File: config.mk
export PLATFORM = sky130hd
export DESIGN_NAME = i2c_evt_irq_unit
export DESIGN_NICKNAME = d
export VERILOG_FILES = /design/src/rtl/i2c_ivec_pkg.sv /design/src/rtl/ivec_flag_bank.sv /design/src/rtl/ivec_prio_enc.sv /design/src/rtl/ivec_irq_fsm.sv /design/src/rtl/i2c_evt_irq_unit.sv
export SDC_FILE = /design/constraint.sdc
export NUM_CORES = 1
export LEC_CHECK = 0
export BUFFER_PORTS_ARGS = -buffer_cell sky130_fd_sc_hd__buf_2
export CAP_MARGIN = 5
export CELL_PAD_IN_SITES_DETAIL_PLACEMENT = 1
export CELL_PAD_IN_SITES_GLOBAL_PLACEMENT = 1
export CORE_MARGIN = 3
export CORE_UTILIZATION = 35
export DETAILED_ROUTE_END_ITERATION = 7
export PLACE_DENSITY_LB_ADDON = 0.1
export SETUP_SLACK_MARGIN = 0.1
export SLEW_MARGIN = 20
export SYNTH_ARGS = -nofsm -noshare
export SYNTH_HDL_FRONTEND = slang
export SYNTH_SLANG_ARGS = --single-unit
File: constraint.sdc
create_clock -name clk -period 1.7 [get_ports clk]
set_input_delay 0 -clock clk [delete_from_list [all_inputs] [get_ports clk]]
set_output_delay 0 -clock clk [all_outputs]
set_load 0.05 [all_outputs]
File: src/rtl/i2c_ivec_pkg.sv
package i2c_ivec_pkg;

    // Vector codes reported for each event (flag position + 1)
    typedef enum logic [2:0] {
        VEC_NONE      = 3'd0,
        VEC_ARB_LOST  = 3'd1,
        VEC_NO_ACK    = 3'd2,
        VEC_ACC_RDY   = 3'd3,
        VEC_RX_RDY    = 3'd4,
        VEC_TX_RDY    = 3'd5,
        VEC_STOP_SEEN = 3'd6,
        VEC_SLV_ADDR  = 3'd7
    } ivec_code_e;

    // Interrupt line state machine
    typedef enum logic {
        IRQ_QUIET  = 1'b0,
        IRQ_RAISED = 1'b1
    } irq_state_e;

endpackage

File: src/rtl/ivec_flag_bank.sv
module ivec_flag_bank #(
    parameter int unsigned N = 7,
    parameter logic [N-1:0] W1C_MASK = 7'b0101100
) (
    input  logic         clk,
    input  logic         rst_n,
    input  logic [N-1:0] set_i,
    input  logic [N-1:0] w1c_i,
    input  logic [N-1:0] ack_i,
    output logic [N-1:0] flag_o
);

    for (genvar i = 0; i < N; i++) begin : g_flag
        logic clr;
        if (W1C_MASK[i]) begin : g_w1c
            assign clr = w1c_i[i] | ack_i[i];
        end else begin : g_ack_only
            assign clr = ack_i[i];
        end

        // a new event always wins over a clear in the same cycle
        always_ff @(posedge clk or negedge rst_n) begin
            if (!rst_n)
                flag_o[i] <= 1'b0;
            else if (set_i[i])
                flag_o[i] <= 1'b1;
            else if (clr)
                flag_o[i] <= 1'b0;
        end
    end

endmodule

File: src/rtl/ivec_prio_enc.sv
module ivec_prio_enc #(
    parameter int unsigned N = 7,
    localparam int unsigned CODE_W = $clog2(N + 1)
) (
    input  logic [N-1:0]      pend_i,
    output logic [CODE_W-1:0] code_o,
    output logic [N-1:0]      sel_o
);

    // walk from the top down so the lowest pending position is kept
    always_comb begin
        code_o = '0;
        sel_o  = '0;
        for (int i = N - 1; i >= 0; i--) begin
            if (pend_i[i]) begin
                code_o   = CODE_W'(i + 1);
                sel_o    = '0;
                sel_o[i] = 1'b1;
            end
        end
    end

endmodule

File: src/rtl/ivec_irq_fsm.sv
module ivec_irq_fsm
    import i2c_ivec_pkg::*;
(
    input  logic clk,
    input  logic rst_n,
    input  logic any_pend_i,
    output logic irq_o
);

    irq_state_e state_q, state_d;

    always_comb begin
        state_d = state_q;
        unique case (state_q)
            IRQ_QUIET:  if (any_pend_i)  state_d = IRQ_RAISED;
            IRQ_RAISED: if (!any_pend_i) state_d = IRQ_QUIET;
            default:    state_d = IRQ_QUIET;
        endcase
    end

    always_ff @(posedge clk or negedge rst_n) begin
        if (!rst_n)
            state_q <= IRQ_QUIET;
        else
            state_q <= state_d;
    end

    always_comb begin
        irq_o = (state_q == IRQ_RAISED);
    end

endmodule

File: src/rtl/i2c_evt_irq_unit.sv
module i2c_evt_irq_unit #(
    parameter int unsigned NUM_EVT    = 7,
    parameter int unsigned DATA_W     = 16,
    parameter int unsigned ADDR_W     = 8,
    parameter logic [ADDR_W-1:0] MASK_OFS = 8'h04,
    parameter logic [ADDR_W-1:0] STAT_OFS = 8'h08,
    parameter logic [ADDR_W-1:0] VEC_OFS  = 8'h28,
    parameter int unsigned RXFULL_BIT = 11,
    parameter int unsigned BUSY_BIT   = 12,
    parameter logic [NUM_EVT-1:0] W1C_MASK = 7'b0101100
) (
    input  logic               clk,
    input  logic               rst_n,
    input  logic [NUM_EVT-1:0] evt_i,
    input  logic               bus_busy_i,
    input  logic               rx_full_i,
    input  logic [ADDR_W-1:0]  reg_addr_i,
    input  logic               reg_wr_i,
    input  logic               reg_rd_i,
    input  logic [DATA_W-1:0]  reg_wdata_i,
    output logic [DATA_W-1:0]  reg_rdata_o,
    output logic               irq_o
);

    localparam int unsigned CODE_W = $clog2(NUM_EVT + 1);

    logic [NUM_EVT-1:0] flag_q;
    logic [NUM_EVT-1:0] mask_q;
    logic [NUM_EVT-1:0] pend;
    logic [NUM_EVT-1:0] top_sel;
    logic [NUM_EVT-1:0] w1c;
    logic [NUM_EVT-1:0] ack;
    logic [CODE_W-1:0]  top_code;
    logic               hit_mask, hit_stat, hit_vec;
    logic [DATA_W-1:0]  rd_word;
    logic               unused_wdata;

    assign unused_wdata = ^reg_wdata_i[DATA_W-1:NUM_EVT];

    assign hit_mask = (reg_addr_i == MASK_OFS);
    assign hit_stat = (reg_addr_i == STAT_OFS);
    assign hit_vec  = (reg_addr_i == VEC_OFS);

    assign pend = flag_q & mask_q;
    assign w1c  = (reg_wr_i && hit_stat) ? reg_wdata_i[NUM_EVT-1:0] : '0;
    assign ack  = (reg_rd_i && hit_vec) ? top_sel : '0;

    ivec_flag_bank #(.N(NUM_EVT), .W1C_MASK(W1C_MASK)) u_flags (
        .clk    (clk),
        .rst_n  (rst_n),
        .set_i  (evt_i),
        .w1c_i  (w1c),
        .ack_i  (ack),
        .flag_o (flag_q)
    );

    ivec_prio_enc #(.N(NUM_EVT)) u_prio (
        .pend_i (pend),
        .code_o (top_code),
        .sel_o  (top_sel)
    );

    ivec_irq_fsm u_irq (
        .clk        (clk),
        .rst_n      (rst_n),
        .any_pend_i (|pend),
        .irq_o      (irq_o)
    );

    always_ff @(posedge clk or negedge rst_n) begin
        if (!rst_n)
            mask_q <= '0;
        else if (reg_wr_i && hit_mask)
            mask_q <= reg_wdata_i[NUM_EVT-1:0];
    end

    always_comb begin
        rd_word = '0;
        if (hit_mask) begin
            rd_word[NUM_EVT-1:0] = mask_q;
        end else if (hit_stat) begin
            rd_word[NUM_EVT-1:0] = flag_q;
            rd_word[RXFULL_BIT]  = rx_full_i;
            rd_word[BUSY_BIT]    = bus_busy_i;
        end else if (hit_vec) begin
            rd_word[CODE_W-1:0]  = top_code;
        end
    end

    always_ff @(posedge clk or negedge rst_n) begin
        if (!rst_n)
            reg_rdata_o <= '0;
        else if (reg_rd_i)
            reg_rdata_o <= rd_word;
    end

endmodule

* After elaboration in Yosys (flattened, before gate mapping)
Cells that the tools add are included. Widths: inputs -> output; s select.
Storage, ports and cells: bits in registers 24, input port bits 37, output and inout port bits 17, word-level logic and storage cells 65
Operators by class: equal/unequal tests 3, multiplexer cells 37, bitwise logic cells 4, reductions and logical operators 11
Operator list (count):
- $mux 7 | 9
- $mux 3 | 9
- $mux 1 | 15
- $reduce_bool 2->1 | 7
- $eq 8x3->1 const B | 1
- $eq 8x4->1 const B | 1
- $eq 8x6->1 const B | 1
- $and 7x7->7 | 1
- $reduce_or 7->1 | 1
- $mux 6 | 1
- $mux 2 | 2
- $mux 4 | 1
- $logic_and 1x1->1 | 3
- $or 1x1->1 | 3

* Logic depth before layout (Yosys ltp)
depth after elaboration 12, mapped depth 5, depth with buffers taken out 4

* Modules after synthesis
A second synthesis with hierarchy kept.
Second synthesis, totals: cell total of the unflattened synthesis 137, area total of the unflattened synthesis 1430.1 um^2
Modules (own cells, without submodules):
- i2c_evt_irq_unit | instances 1, cells each 95, area each 1019.7 um^2
- ivec_flag_bank | instances 1, cells each 21, area each 254.0 um^2
- ivec_prio_enc | instances 1, cells each 20, area each 131.4 um^2
- ivec_irq_fsm | instances 1, cells each 1, area each 25.0 um^2

* Least setup slack after synthesis
No wires, ideal clock.
path type reg-to-reg, from register u_flags.flag_o[1], to register u_flags.flag_o[5], data arrival time 1206 ps, required time 1580 ps, path slack 374 ps, cell stages (with the launch flop) 5, cell sequence dfrtp_1 > a22oi_1 > and3_1 > nand4_1 > a31o_1
On the way: longest elaborated chain between the ends 6
Ends and longest elaborated chain:
- start: declaration | line ivec_flag_bank.sv:10 | output logic [N-1:0] flag_o
- start signal: indexed assignment | line ivec_flag_bank.sv:24 | flag_o[i] <= 1'b0;
- start signal: indexed assignment | line ivec_flag_bank.sv:26 | flag_o[i] <= 1'b1;
- start signal: indexed assignment | line ivec_flag_bank.sv:28 | flag_o[i] <= 1'b0;
- $and 7x7->7 | line i2c_evt_irq_unit.sv:44 | assign pend = flag_q & mask_q;
- $mux 7 (2 in series) | line ivec_prio_enc.sv:15 | if (pend_i[i]) begin
- $mux 7 | line i2c_evt_irq_unit.sv:46 | assign ack = (reg_rd_i && hit_vec) ? top_sel : '0;
- $or 1x1->1 | line ivec_flag_bank.sv:16 | assign clr = w1c_i[i] | ack_i[i];
- $reduce_bool 2->1 (no source line)
No other way between the ends. A chain may end at the register's enable or synchronous reset.

* Worst setup path after layout
from register mask_q[1], to register u_flags.flag_o[5]
On the way: longest elaborated chain between the ends 6
Ends and longest elaborated chain:
- start: declaration | line i2c_evt_irq_unit.sv:28 | logic [NUM_EVT-1:0] mask_q;
- start signal: assignment | line i2c_evt_irq_unit.sv:74 | mask_q <= reg_wdata_i[NUM_EVT-1:0];
- $and 7x7->7 | line i2c_evt_irq_unit.sv:44
- $mux 7 (2 in series) | line ivec_prio_enc.sv:15
- $mux 7 | line i2c_evt_irq_unit.sv:46
- $or 1x1->1 | line ivec_flag_bank.sv:16
- $reduce_bool 2->1 (no source line)
No other way between the ends.

==> results.py <==
metrics = {
    "drt": {
        "wirelength_um": 3240,
        "dr.pass1.iters": 6,
        "post_drt_wl_per_cell_um": 14.4,
        "vias": 1156,
        "drc": 0,
        "dr.first_iter.drc_count": 77,
        "vias_per_cell": 5.14,
        "antenna_left": 0,
    },
    "synthesis": {
        "netlist_area_um2": 1310,
        "netlist_top_cells_area": "dfrtp_1 (46%), mux2_2 (6.0%), buf_4 (4.6%)",
        "synth_fa_ha_area_frac": 0,
        "synth_flop_cell": "dfrtp_1",
        "ys_types": 37,
        "synth.area.mux_share": 0.0602,
        "synth_warnings": 0,
        "synth_xor_area_frac": 0,
        "avgSynthCellArea_um2": 10.5,
        "synth-compound-area-share": 0.188,
        "async_flop_share": 1.00,
        "synth_edf_count": 0,
        "yosysTopAreaCell": "dfrtp_1",
        "ys_ff_latch": 24,
        "yosysTopAreaCellShare": 0.458,
        "synth_cells": 125,
        "yosys.area_share.simple": 0.209,
        "seq_area_frac_synth": 0.458,
        "synth_top_family_by_area": "simple AND/OR/NAND/NOR gates",
    },
    "worst_setup_path": {
        "cp.required_ps": 1860,
        "slowest_delay_ps": 460,
        "r2r-start": "mask_q[1]$_DFFE_PN0P_",
        "crit_path_start_kind": "register",
        "crit_type": "reg2reg",
        "r2r-end": "u_flags.flag_o[5]$_DFFE_PN0P_",
        "path_cells": "a22oi_1 > and3_1 > nand4_1 > a31o_1",
        "regToRegSetupSlack_ps": 300,
        "critPathCaptureType": "register",
        "path_max_fanout": 6,
        "ff2ff_path_depth": 4,
        "cp.arrival_ps": 1560,
        "cp_slowest_cell": "dfrtp_1",
    },
    "place": {
        "numPortBuffers": 37,
        "place_hpwl_um": 2490,
        "place.gp.congestion": 0.920,
    },
    "sta": {
        "fin_setup_tns_ps": 0,
        "fmax_mhz": 713,
        "timing.final.setup_violations": 0,
        "slew-limit-headroom": 0.651,
        "rsz0062_at_grt": "no",
        "tightest_slew_ps": 522,
        "finalClockSkew_ps": 4.14,
        "maxSlewViolCount": 0,
        "min_period_over_period": 0.825,
        "min_period_ps": 1400,
        "hold_viol": 0,
    },
    "power_and_ir_drop": {
        "total_power_mw": 1.24,
        "peakVddDrop_mv": 0.510,
        "power.density_nw_per_um2": 716,
        "cellLeakagePower_nw": 0.760,
    },
    "cells_and_area": {
        "fillers": 401,
        "fin_util": 0.499,
        "final_cell_mix": "buf_2 (37), dfrtp_1 (24), dlygate4sd3_1 (17)",
        "layout-drive-gt1-share": 0.324,
        "nets": 217,
        "area_growth_pct": 32.2,
        "antennaDiodeCount": 0,
        "regArea_um2": 601,
        "multi_input_area_um2": 626,
        "mostFrequentLayoutCell": "buf_2",
    },
    "clock_tree": {
        "clkLatencyLatePin_ps": 260,
        "clkSinkCount": 24,
        "cts.repair.resized": 0,
        "clock-root-buffer": "clkbuf_8",
        "cts_made_buffers": 3,
        "htreeDepth": 1,
        "clk_pin_slew_ps": 80,
        "clockBufferDepth": 2,
        "cts_tree": "done",
    },
    "floorplanning": {
        "initial_core_util": 0.378,
        "die_h_um": 67.2,
        "io_pins": 54,
        "dieArea_um2": 4510,
        "core_area_um2": 3470,
        "rows": 21,
        "die_w_um": 67.2,
    },
    "global_routing": {
        "track_usage": 0.156,
        "overflow": 0,
        "antenna_found_initial": 0,
        "grt_max_degree": 25,
        "grt_first_pass_wirelength_um": 5430,
        "grt_pass1_vias": 1172,
    },
    "min_path": {
        "whs_endpoint": "u_flags.flag_o[2]$_DFFE_PN0P_",
        "hold_path_class": "in2reg",
        "holdPathStages": 3,
        "min_from": "reg_wr_i",
    },
    "run": {
        "maxCapViolCount": 0,
    },
    "status": {
        "outcome": "complete, no violations",
    },
}
registers in the layout, indices dropped and copies added (netlist names):
name and flops:
mask_q 7, reg_rdata_o 9, u_flags.flag_o 7, u_irq.irq_o 1
worst max-delay path, delay by kind of cell (launching register included):
kind            cells  cell delay [ps]
compound gates      2              450
simple gates        2              390
flops               1              460
worst max-delay path by stage:
stage | cells past startpoint | start | to
2_1_floorplan | 4 | u_flags.flag_o[1]$_DFFE_PN0P_ | u_flags.flag_o[5]$_DFFE_PN0P_
4_1_cts | 4 | mask_q[5]$_DFFE_PN0P_ | reg_rdata_o[1]$_DFFE_PN0P_
5_1_grt | 4 | mask_q[5]$_DFFE_PN0P_ | reg_rdata_o[1]$_DFFE_PN0P_
6_report | 4 | mask_q[1]$_DFFE_PN0P_ | u_flags.flag_o[5]$_DFFE_PN0P_
3_5_place_dp | 4 | mask_q[5]$_DFFE_PN0P_ | reg_rdata_o[1]$_DFFE_PN0P_
3_3_place_gp | 5 | reg_addr_i[7] | reg_rdata_o[2]$_DFFE_PN0P_
Yosys cell counts, drive strengths merged, types with 2 or more instances:
| master | instances |
|---|---|
| dfrtp | 24 |
| buf | 10 |
| nand4 | 9 |
| nand2 | 8 |
| o21ai | 8 |
| mux2 | 7 |
| nand3 | 7 |
| a22oi | 6 |
| inv | 6 |
| a21o | 4 |
| a21oi | 4 |
| and3 | 4 |
| a31o | 3 |
| nor2b | 3 |
| and2 | 2 |
| clkbuf | 2 |
| nor3b | 2 |
| o211ai | 2 |
per-stage QoR:
| stage | std cells | cell area [µm²] | setup slack, ps | hold WS (ps) |
|---|---|---|---|---|
| after floorplan | 131 | 1330 | 374 | -296 |
| after CTS | 225 | 1730 | 309 | 105 |
| after global routing | 225 | 1730 | 189 | 120 |
| after global placement | 204 | 1510 | 290 | 8.08 |
| final | 225 | 1730 | 297 | 112 |
| after detailed placement | 204 | 1510 | 324 | 19.6 |
where the power goes:
group | switching, mW | total [mW] | internal (mW)
clock | 0.170 | 0.376 | 0.206
combinational | 0.161 | 0.257 | 0.0957
sequential | 0.0167 | 0.606 | 0.590
total | 0.348 | 1.24 | 0.892
cell families after synthesis:
logic type,Yosys count
AOI/OAI and AO/OA,35
muxes,7
other,1
buffers and inverters,18
DFF,24
and+or+nand+nor,40
layout make-up:
type / count / share of cell area
multi-input combinational: 89 / 0.361
tap: 46 / 0.0332
clock buffer: 4 / 0.0318
sequential: 24 / 0.347
inverter: 6 / 0.0130
timing repair buffer: 56 / 0.214
what timing repair did:
| action | 4_1_cts | 5_1_grt |
|---|---|---|
| hold buffers | 17 | 0 |
| hold endpoints to repair | 40 | 0 |
| endpoints found under the setup margin | 0 | 0 |
| buffers inserted | 0 | 0 |
routing by layer:
metal,vias up,global-route usage,share of wire
met1,549,0.203,0.46
met5,-,0,0
met2,41,0.269,0.47
met3,4,0.0300,0.059
li1,562,-,-
met4,0,0.0329,0.010
No activity file was read; power rests on OpenSTA's default activity.
